<file path="src/rtl/pps_div_pkg.sv">
package pps_div_pkg;

  // Next code of a twisted-ring counter: shift left, feed back inverted MSB.
  function automatic logic [15:0] johnson_step(input logic [15:0] q, input int bits);
    logic [15:0] r;
    r = '0;
    for (int k = bits - 1; k > 0; k--) r[k] = q[k-1];
    r[0] = ~q[bits-1];
    return r;
  endfunction

  // A legal code is a run of ones from bit 0, or the complement of one.
  function automatic logic johnson_legal(input logic [15:0] q, input int bits);
    logic [15:0] mask;
    logic [15:0] v;
    logic [15:0] nv;
    mask = (16'd1 << bits) - 16'd1;
    v    = q & mask;
    nv   = ~q & mask;
    return ((v & (v + 16'd1)) == 16'd0) || ((nv & (nv + 16'd1)) == 16'd0);
  endfunction

endpackage

</file>
<file path="src/rtl/johnson_stage.sv">
module johnson_stage #(
  parameter int STAGE_BITS = 5
) (
  input  logic                  clk,
  input  logic                  rst_n,
  input  logic                  adv_i,
  input  logic                  short_i,
  output logic [STAGE_BITS-1:0] q_o,
  output logic                  term_o
);
  import pps_div_pkg::*;

  logic [STAGE_BITS-1:0] q;
  logic [15:0]           q_wide;
  logic [15:0]           step_wide;
  logic                  term_full;
  logic                  term_half;

  assign q_wide    = 16'(q);
  assign step_wide = johnson_step(q_wide, STAGE_BITS);

  // Terminal code for the full count is 100..0, for the half count 011..1.
  assign term_full = q[STAGE_BITS-1] & ~q[STAGE_BITS-2];
  assign term_half = ~q[STAGE_BITS-1] & q[STAGE_BITS-2];
  assign term_o    = short_i ? term_half : term_full;

  always_ff @(posedge clk) begin
    if (!rst_n)               q <= '0;
    else if (adv_i && term_o) q <= '0;
    else if (adv_i)           q <= step_wide[STAGE_BITS-1:0];
  end

  assign q_o = q;
endmodule

</file>
<file path="src/rtl/pps_retimer.sv">
module pps_retimer #(
  parameter int DEPTH = 2
) (
  input  logic clk,
  input  logic rst_n,
  input  logic d_i,
  output logic q_o
);
  logic [DEPTH-1:0] pipe;

  always_ff @(posedge clk) begin
    if (!rst_n) pipe <= '0;
    else        pipe <= {pipe[DEPTH-2:0], d_i};
  end

  assign q_o = pipe[DEPTH-1];
endmodule

</file>
<file path="src/rtl/tap_counter.sv">
module tap_counter #(
  parameter int TAP_BITS = 8
) (
  input  logic clk,
  input  logic rst_n,
  output logic tap_o
);
  logic [TAP_BITS-1:0] cnt;

  always_ff @(posedge clk) begin
    if (!rst_n) cnt <= '0;
    else        cnt <= cnt + 1'b1;
  end

  assign tap_o = cnt[TAP_BITS-1];
endmodule

</file>
<file path="src/rtl/decade_pps_divider.sv">
module decade_pps_divider #(
  parameter int NUM_DECADES = 7,
  parameter int STAGE_BITS  = 5,
  parameter int TAP_BITS    = 8,
  parameter int SYNC_DEPTH  = 2
) (
  input  logic clk,
  input  logic rst_n,
  input  logic mode_5m,
  output logic pps_o,
  output logic tap_o
);
  localparam int LAST = NUM_DECADES - 1;

  logic [NUM_DECADES-1:0][STAGE_BITS-1:0] stage_q;
  logic [NUM_DECADES-1:0]                 stage_term;
  logic [NUM_DECADES:0]                   carry;
  logic                                   chain_wrap;
  logic                                   first_carry;
  logic                                   raw_pps;

  assign carry[0] = 1'b1;

  for (genvar i = 0; i < NUM_DECADES; i++) begin : g_stage
    logic short_sel;
    if (i == 0) begin : g_first
      assign short_sel = mode_5m;
    end else begin : g_upper
      assign short_sel = 1'b0;
    end

    johnson_stage #(.STAGE_BITS(STAGE_BITS)) stage_i (
      .clk     (clk),
      .rst_n   (rst_n),
      .adv_i   (carry[i]),
      .short_i (short_sel),
      .q_o     (stage_q[i]),
      .term_o  (stage_term[i])
    );

    assign carry[i+1] = carry[i] & stage_term[i];
  end

  assign chain_wrap  = carry[LAST+1];
  assign first_carry = carry[1];

  // Pulse shaper: set on chain wrap, cleared at the next lowest-stage carry.
  always_ff @(posedge clk) begin
    if (!rst_n)           raw_pps <= 1'b0;
    else if (chain_wrap)  raw_pps <= 1'b1;
    else if (first_carry) raw_pps <= 1'b0;
  end

  pps_retimer #(.DEPTH(SYNC_DEPTH)) retime_i (
    .clk   (clk),
    .rst_n (rst_n),
    .d_i   (raw_pps),
    .q_o   (pps_o)
  );

  tap_counter #(.TAP_BITS(TAP_BITS)) tap_i (
    .clk   (clk),
    .rst_n (rst_n),
    .tap_o (tap_o)
  );
endmodule

</file>
<file path="config.mk">
export PLATFORM = sky130hd
export DESIGN_NAME = decade_pps_divider
export DESIGN_NICKNAME = d
export VERILOG_FILES = /design/src/rtl/pps_div_pkg.sv /design/src/rtl/johnson_stage.sv /design/src/rtl/pps_retimer.sv /design/src/rtl/tap_counter.sv /design/src/rtl/decade_pps_divider.sv
export SDC_FILE = /design/constraint.sdc
export NUM_CORES = 1
export LEC_CHECK = 0
export ABC_AREA = 1
export ABC_CLOCK_PERIOD_IN_PS = 2300
export BUFFER_PORTS_ARGS = -buffer_cell sky130_fd_sc_hd__buf_2
export CELL_PAD_IN_SITES_DETAIL_PLACEMENT = 1
export CELL_PAD_IN_SITES_GLOBAL_PLACEMENT = 1
export CORE_AREA = 2 2 77 57
export CTS_CLUSTER_DIAMETER = 30
export CTS_CLUSTER_SIZE = 20
export DETAILED_ROUTE_END_ITERATION = 10
export DIE_AREA = 0 0 79 59
export PLACE_DENSITY_LB_ADDON = 0.1
export SYNTH_ARGS = -nofsm -noshare
export SYNTH_HDL_FRONTEND = slang
export SYNTH_SLANG_ARGS = --single-unit
</file>
<file path="constraint.sdc">
create_clock -name clk -period 2.3 [get_ports clk]
set_clock_uncertainty 0.05 [all_clocks]
set_input_delay 0.46 -clock clk [delete_from_list [all_inputs] [get_ports clk]]
set_output_delay 0.46 -clock clk [all_outputs]
set_load 0.05 [all_outputs]
</file>
==> results of run 1 <==
-- worst max path at each step --
stage	start	to	slack, ns	cells past startpoint
floorplan	mode_5m	g_stage[5].stage_i.q_o[3]	0.84	8
global placement	mode_5m	g_stage[5].stage_i.q_o[3]	0.34	9
detailed placement	mode_5m	g_stage[5].stage_i.q_o[2]	0.24	9
CTS	g_stage[0].stage_i.q_o[4]	g_stage[5].stage_i.q_o[3]	0.45	8
global route	g_stage[0].stage_i.q_o[4]	g_stage[5].stage_i.q_o[3]	0.24	8
finish	g_stage[0].stage_i.q_o[4]	g_stage[5].stage_i.q_o[3]	0.47	8
-- routing by layer --
metal,vias up,track usage (%)
met3,6,4.116
met4,0,10.59
met5,-,0
li1,697,-
met1,631,19.03
met2,12,30.51
-- synth_stat cells (2+ instances only) --
cell	number
a211oi_1	2
a21oi_1	33
clkbuf_1	2
dfxtp_1	46
inv_1	18
inv_2	5
nand2_1	47
nand2_2	2
nand3_1	14
nand3_4	2
nor2_1	23
o21ai_0	10
-- metrics by stage --
step                      std cells  utilization [%]   power, W
after CTS                       273            49.12   0.001466
after global routing            273            49.12   0.001502
after detailed placement        265            46.26  0.0008693
after floorplan                 213                -  0.0008562
final                           273            49.12   0.001441
after global placement          265            46.26  0.0008646
-- cells by family (layout without fill, tap and decap cells) --
family | count (synthesis) | in the layout | synth area share, %
adder cells (fa/ha/maj) | 1 | 1 | 0.7272
buffers and inverters | 27 | 35 | 6.400
flip-flops | 46 | 46 | 53.53
AO/OA/AOI/OAI | 46 | 46 | 13.82
XOR/XNOR | 1 | 1 | 0.5092
AND/OR/NAND/NOR | 92 | 92 | 25.02
-- state kept, by name, summed over array words and instances, names as in the netlist --
name	cells
raw_pps	1
retime_i.pipe	2
tap_i.cnt	8
g_stage.stage_i.q_o	35
-- report_power, final --
part,internal (W),switching [W]
logic,0.0000109,0.0000277
registers,0.000805,0.00000561
clock network,0.000324,0.000268
-- cell usage in the layout (no fill, tap or decap), drive strengths merged, types with 2 or more instances in the layout --
cell    Yosys  final
dfxtp      46     46
o21ai      10     10
a21oi      33     33
buf         2      4
a211oi      2      2
nand3      16     16
nand4       2      2
nor2       24     24
inv        23     23
clkbuf      2      6
nand2      50     50
-- tightest hold or removal path: stages, from the launching register on --
cell and delay [ns]:
dfxtp_1 0.31, inv_1 0.04, nor2_1 0.03
-- area by class of cell --
cell class,count,area [µm²],area share (%)
inverters,23,86.33,4.564
clock inverters,2,37.54,1.984
repair buffers,4,20.02,1.058
clock buffers,6,72.57,3.836
well taps,52,65.06,3.439
multi-input cells,140,689.4,36.44
flip-flops and latches,46,920.9,48.68
==> impl_metrics.env, run 1 <==
export IMPL_grt_pass1_vias=1400
export IMPL_cts_sinks=46
export IMPL_avgSynthCellArea_um2=8.077
export IMPL_final_cell_area_mm2=0.001892
export IMPL_ir_worst_vdd_mv=0.4157
export IMPL_die_area_mm2=0.004661
export IMPL_dp_hpwl_um=2523
export IMPL_cts_root_buf="clkbuf_8"
export IMPL_dp_worst_setup_slack_ns=0.2373
export IMPL_place_area_mm2=0.001782
export IMPL_yosysUniqueCellTypes=21
export IMPL_status="completed"
export IMPL_period_minus_slack_ns=1.831
export IMPL_synth_edf_count=0
export IMPL_min_path_type="flip-flop to flip-flop"
export IMPL_r2r_end="g_stage[5].stage_i.q_o[3]"
export IMPL_syn_to_final_growth_pct=9.963
export IMPL_cts_setup_buffers=0
export IMPL_synth_fp_nets=217
export IMPL_cp_data_required_time_ns=2.44
export IMPL_wl_um=3404
export IMPL_drv_slew=0
export IMPL_grt_use_total_pct=17.23
export IMPL_fin_hold_ws_ns=0.3638
export IMPL_grt_setup_unrepaired="no"
export IMPL_dr_first_iter_drc_count=49
export IMPL_highest_layer="met4"
export IMPL_rows=19
export IMPL_grt_ovfl_total=0
export IMPL_synth_top_area_share_pct=53.53
export IMPL_vias=1346
export IMPL_crit_fanout=14
export IMPL_max_slew_margin_pct=70.18
export IMPL_critical_path_top_delay_family="simple AND/OR/NAND/NOR gates"
export IMPL_netlist_instances=213
export IMPL_max_freq_mhz=546.1
export IMPL_synth_flop_cell="dfxtp_1"
export IMPL_ys_top_cells_by_area="dfxtp_1 (54%), nand2_1 (10%), a21oi_1 (9.6%)"
export IMPL_slowest_delay_ns=0.36
export IMPL_start_util_pct=44.67
export IMPL_antennaDiodeCount=0
export IMPL_routed_wl_met2_um=1635
export IMPL_r2r_slack_ns=0.47
export IMPL_ys_async_sr_fraction_pct=0
export IMPL_tightest_slew_ns=0.4426
export IMPL_cts_buffers=5
export IMPL_cts_tree="built"
export IMPL_fin_tns_setup_ns=0
export IMPL_slowest_stage="dfxtp_1"
export IMPL_p_leak_nw=0.7222
export IMPL_synth_ff_latch_count=46
export IMPL_timing_worst_setup_path_type="flip-flop to flip-flop"
export IMPL_cts_resized_gates=0
export IMPL_postCtsHoldBufs=0
export IMPL_synth_seq_area_share_pct=53.53
export IMPL_post_drt_wl_per_cell_um=12.47
export IMPL_syn_area_mm2=0.001720
export IMPL_ys_warn_count=0
export IMPL_cap_violations=0
export IMPL_num_fill_cells=501
export IMPL_first_pass_iters=4
export IMPL_io_buffer_count=4
export IMPL_reg2reg_from="g_stage[0].stage_i.q_o[4]"
export IMPL_cpMostUsedCell="nand2_1"
export IMPL_hold_viol_final=0
export IMPL_hp_start="g_stage[0].stage_i.q_o[2]"
export IMPL_fp_dieH_um=59
export IMPL_start_kind="flip-flop"
export IMPL_wl_met1_um=1592
export IMPL_place_gp_congestion=0.7594
export IMPL_post_route_period_util_pct=79.62
export IMPL_ios=5
export IMPL_worstPathArrival_ns=1.98
export IMPL_worstPathCellList="inv_2 -> nand3_4 -> nand2_4 -> nand4_4 -> nor2_4 -> nand2_1 -> nand2_1 -> nor2_1"
export IMPL_whs_path_depth=2
export IMPL_clk_insertion_delay_late_ns=0.30
export IMPL_cp_num_buf_inv=1
export IMPL_r2r_cells=8
export IMPL_ant_nets=0
export IMPL_p_per_area_mw_per_mm2=761.7
export IMPL_vias_per_cell=4.930
export IMPL_grt_max_degree=19
export IMPL_fin_nets=224
export IMPL_die_x_um=79
export IMPL_core_area_mm2=0.003851
export IMPL_endpoint_kind="flip-flop"
export IMPL_drc=0
export IMPL_antenna_found_initial=0
export IMPL_met3WireLength_um=85
export IMPL_clkSlewWorstSetupHoldPaths_ns=0.08
export IMPL_drive_above_1_share_pct=10.41
export IMPL_grt_pass1_wl_um=5968
export IMPL_setup_viol=0
export IMPL_cts_htree_levels=2
export IMPL_setup_ws_ns=0.4688
export IMPL_min_to="g_stage[0].stage_i.q_o[3]"
export IMPL_yosys_area_top_type="dfxtp_1"
export IMPL_cts_buffer_depth=2
(Power assumes the default switching activity.)
==> inputs of run 2 (changes only) <==
- ABC_CLOCK_PERIOD_IN_PS: 2300 -> 1710
- clock period: 2.3 -> 1.71 ns (I/O delays scaled with it)
==> run 2 against run 1 <==
Cell count rose by 1.8%. Core utilization increased by 0.39 points. Via count rose by 3.2%. Critical path type unchanged. Critical endpoint is now g_stage[5].stage_i.q_o[0]. Largest cell class unchanged. Largest power group unchanged.
==> impl_metrics.env, run 2 (same netlist as run 1, synthesis figures left out) <==
export IMPL_status="completed"
export IMPL_swShare_pct=21.14
export IMPL_p_int_w=0.001382
export IMPL_fin_tns_setup_ns=0
export IMPL_cts_setup_buffers=0
export IMPL_timing_worst_setup_path_type="flip-flop to flip-flop"
export IMPL_hold_viol_final=0
export IMPL_drv_slew=0
export IMPL_p_comb_share_pct=3.2
export IMPL_start_util_pct=44.67
export IMPL_dr_first_iter_drc_count=19
export IMPL_min_path_type="flip-flop to flip-flop"
export IMPL_switchingPower_w=0.0003705
export IMPL_grt_ovfl_total=0
export IMPL_place_gp_congestion=0.8353
export IMPL_slowest_delay_ns=0.40
export IMPL_start_kind="flip-flop"
export IMPL_grt_pass1_wl_um=5989
export IMPL_syn_to_final_growth_pct=10.84
export IMPL_stdcell_count=278
export IMPL_drc=0
export IMPL_max_freq_mhz=634.5
export IMPL_p_leak_nw=0.7379
export IMPL_postCtsHoldBufs=0
export IMPL_die_x_um=79
export IMPL_cts_htree_levels=2
export IMPL_fin_nets=230
export IMPL_cpMostUsedCell="nand2_1"
export IMPL_ios=5
export IMPL_clkSlewWorstSetupHoldPaths_ns=0.08
export IMPL_first_pass_iters=4
export IMPL_cts_sinks=46
export IMPL_crit_fanout=8
export IMPL_fp_dieH_um=59
export IMPL_final_common_cell="nand2_1"
export IMPL_ant_nets=0
export IMPL_p_per_area_mw_per_mm2=919.2
export IMPL_drive_above_1_share_pct=12.83
export IMPL_max_slew_margin_pct=69.76
export IMPL_p_seq_share_pct=62.2
export IMPL_cts_tree="built"
export IMPL_die_area_mm2=0.004661
export IMPL_core_area_mm2=0.003851
export IMPL_cts_buffers=5
export IMPL_slowest_stage="dfxtp_1"
export IMPL_antenna_found_initial=0
export IMPL_post_drt_wl_per_cell_um=12.76
export IMPL_io_buffer_count=4
export IMPL_most_common_layout_cells="nand2_1 (47), dfxtp_1 (45), a21oi_1 (33), nor2_1 (22), inv_1 (18)"
export IMPL_post_route_period_util_pct=92.17
export IMPL_period_minus_slack_ns=1.576
export IMPL_tightest_slew_ns=0.4520
export IMPL_worstPathArrival_ns=1.70
export IMPL_grt_max_degree=13
export IMPL_setup_viol=0
export IMPL_largest_register_ffs=35
export IMPL_grt_setup_unrepaired="no"
export IMPL_r2r_slack_ns=0.13
export IMPL_endpoint_kind="flip-flop"
export IMPL_ir_worst_vdd_mv=0.4372
export IMPL_cp_data_required_time_ns=1.83
export IMPL_rows=19
export IMPL_cap_violations=0
export IMPL_antennaDiodeCount=0
export IMPL_vias_per_cell=4.996
export IMPL_grt_use_total_pct=16.76
export IMPL_dp_hpwl_um=2739
export IMPL_vias=1389
export IMPL_worstPathCellList="nand3_4 -> nand2_4 -> nand4_4 -> nor2_4 -> nand2_1 -> nand2_1 -> a21oi_1"
export IMPL_grt_pass1_vias=1393
export IMPL_setup_ws_ns=0.1338
export IMPL_clk_insertion_delay_late_ns=0.28
export IMPL_p_clk_share_pct=34.6
export IMPL_dp_worst_setup_slack_ns=0.004593
export IMPL_cts_root_buf="clkbuf_8"
export IMPL_placed_cells=271
export IMPL_cts_buffer_depth=2
export IMPL_wl_um=3546
-- run 2: area by class of cell --
class | instances | area [µm²]
Inverter | 23 | 86.33
Fill cell | 484 | 1944
Timing Repair Buffer | 10 | 65.06
Multi-Input combinational cell | 140 | 691.9
Sequential cell | 46 | 922.1
Tap cell | 52 | 65.06
Clock buffer | 7 | 76.32
-- run 2: path summary, 6_finish.rpt --
| path | cells past startpoint | from | to |
|---|---|---|---|
| max reg2reg | 7 | g_stage[0].stage_i.q_o[3] | g_stage[5].stage_i.q_o[0] |
| min | 2 | retime_i.pipe[0] | retime_i.pipe[1] |
| min reg2reg | 2 | retime_i.pipe[0] | retime_i.pipe[1] |
| max | 7 | g_stage[0].stage_i.q_o[3] | g_stage[5].stage_i.q_o[0] |
-- run 2: worst max-delay path: cells and delay by family (launching register included) --
kind / cells / cell delay, ns
flip-flops: 1 / 0.40
AND/OR/NAND/NOR: 6 / 0.96
AO/OA/AOI/OAI: 1 / 0.06
-- run 2: repair_timing --
item,in CTS,in global routing
gates resized for setup,0,2
endpoints found under the hold margin,0,0
setup endpoints to repair,0,4
-- run 2: metrics by stage --
step	cell area [µm²]	total power, W	util (%)	hold slack, ns
finish	1907	0.001753	49.51	0.3653
global route	1907	0.001836	49.51	0.3841
CTS	1903	0.001786	49.42	0.3657
detailed placement	1827	0.001172	47.43	0.3490
global placement	1827	0.001167	47.43	0.3434
floorplan	1720	0.001152	-	0.3405
-- run 2: power by group through the flow --
stage | sequential (W) | clock [W] | combinational, W
floorplan | 0.00111 | 0 | 0.0000379
global placement | 0.00111 | 0 | 0.0000526
detailed placement | 0.00112 | 0 | 0.0000564
CTS | 0.00109 | 0.000638 | 0.0000569
global route | 0.00109 | 0.000680 | 0.0000645
finish | 0.00109 | 0.000606 | 0.0000559
-- run 2: metal layers --
layer  global-route usage (%)  routed length [µm]
met5                        0                   0
met4                    6.158                  39
met3                    4.573                  86
met2                    30.63                1724
met1                    19.02                1696
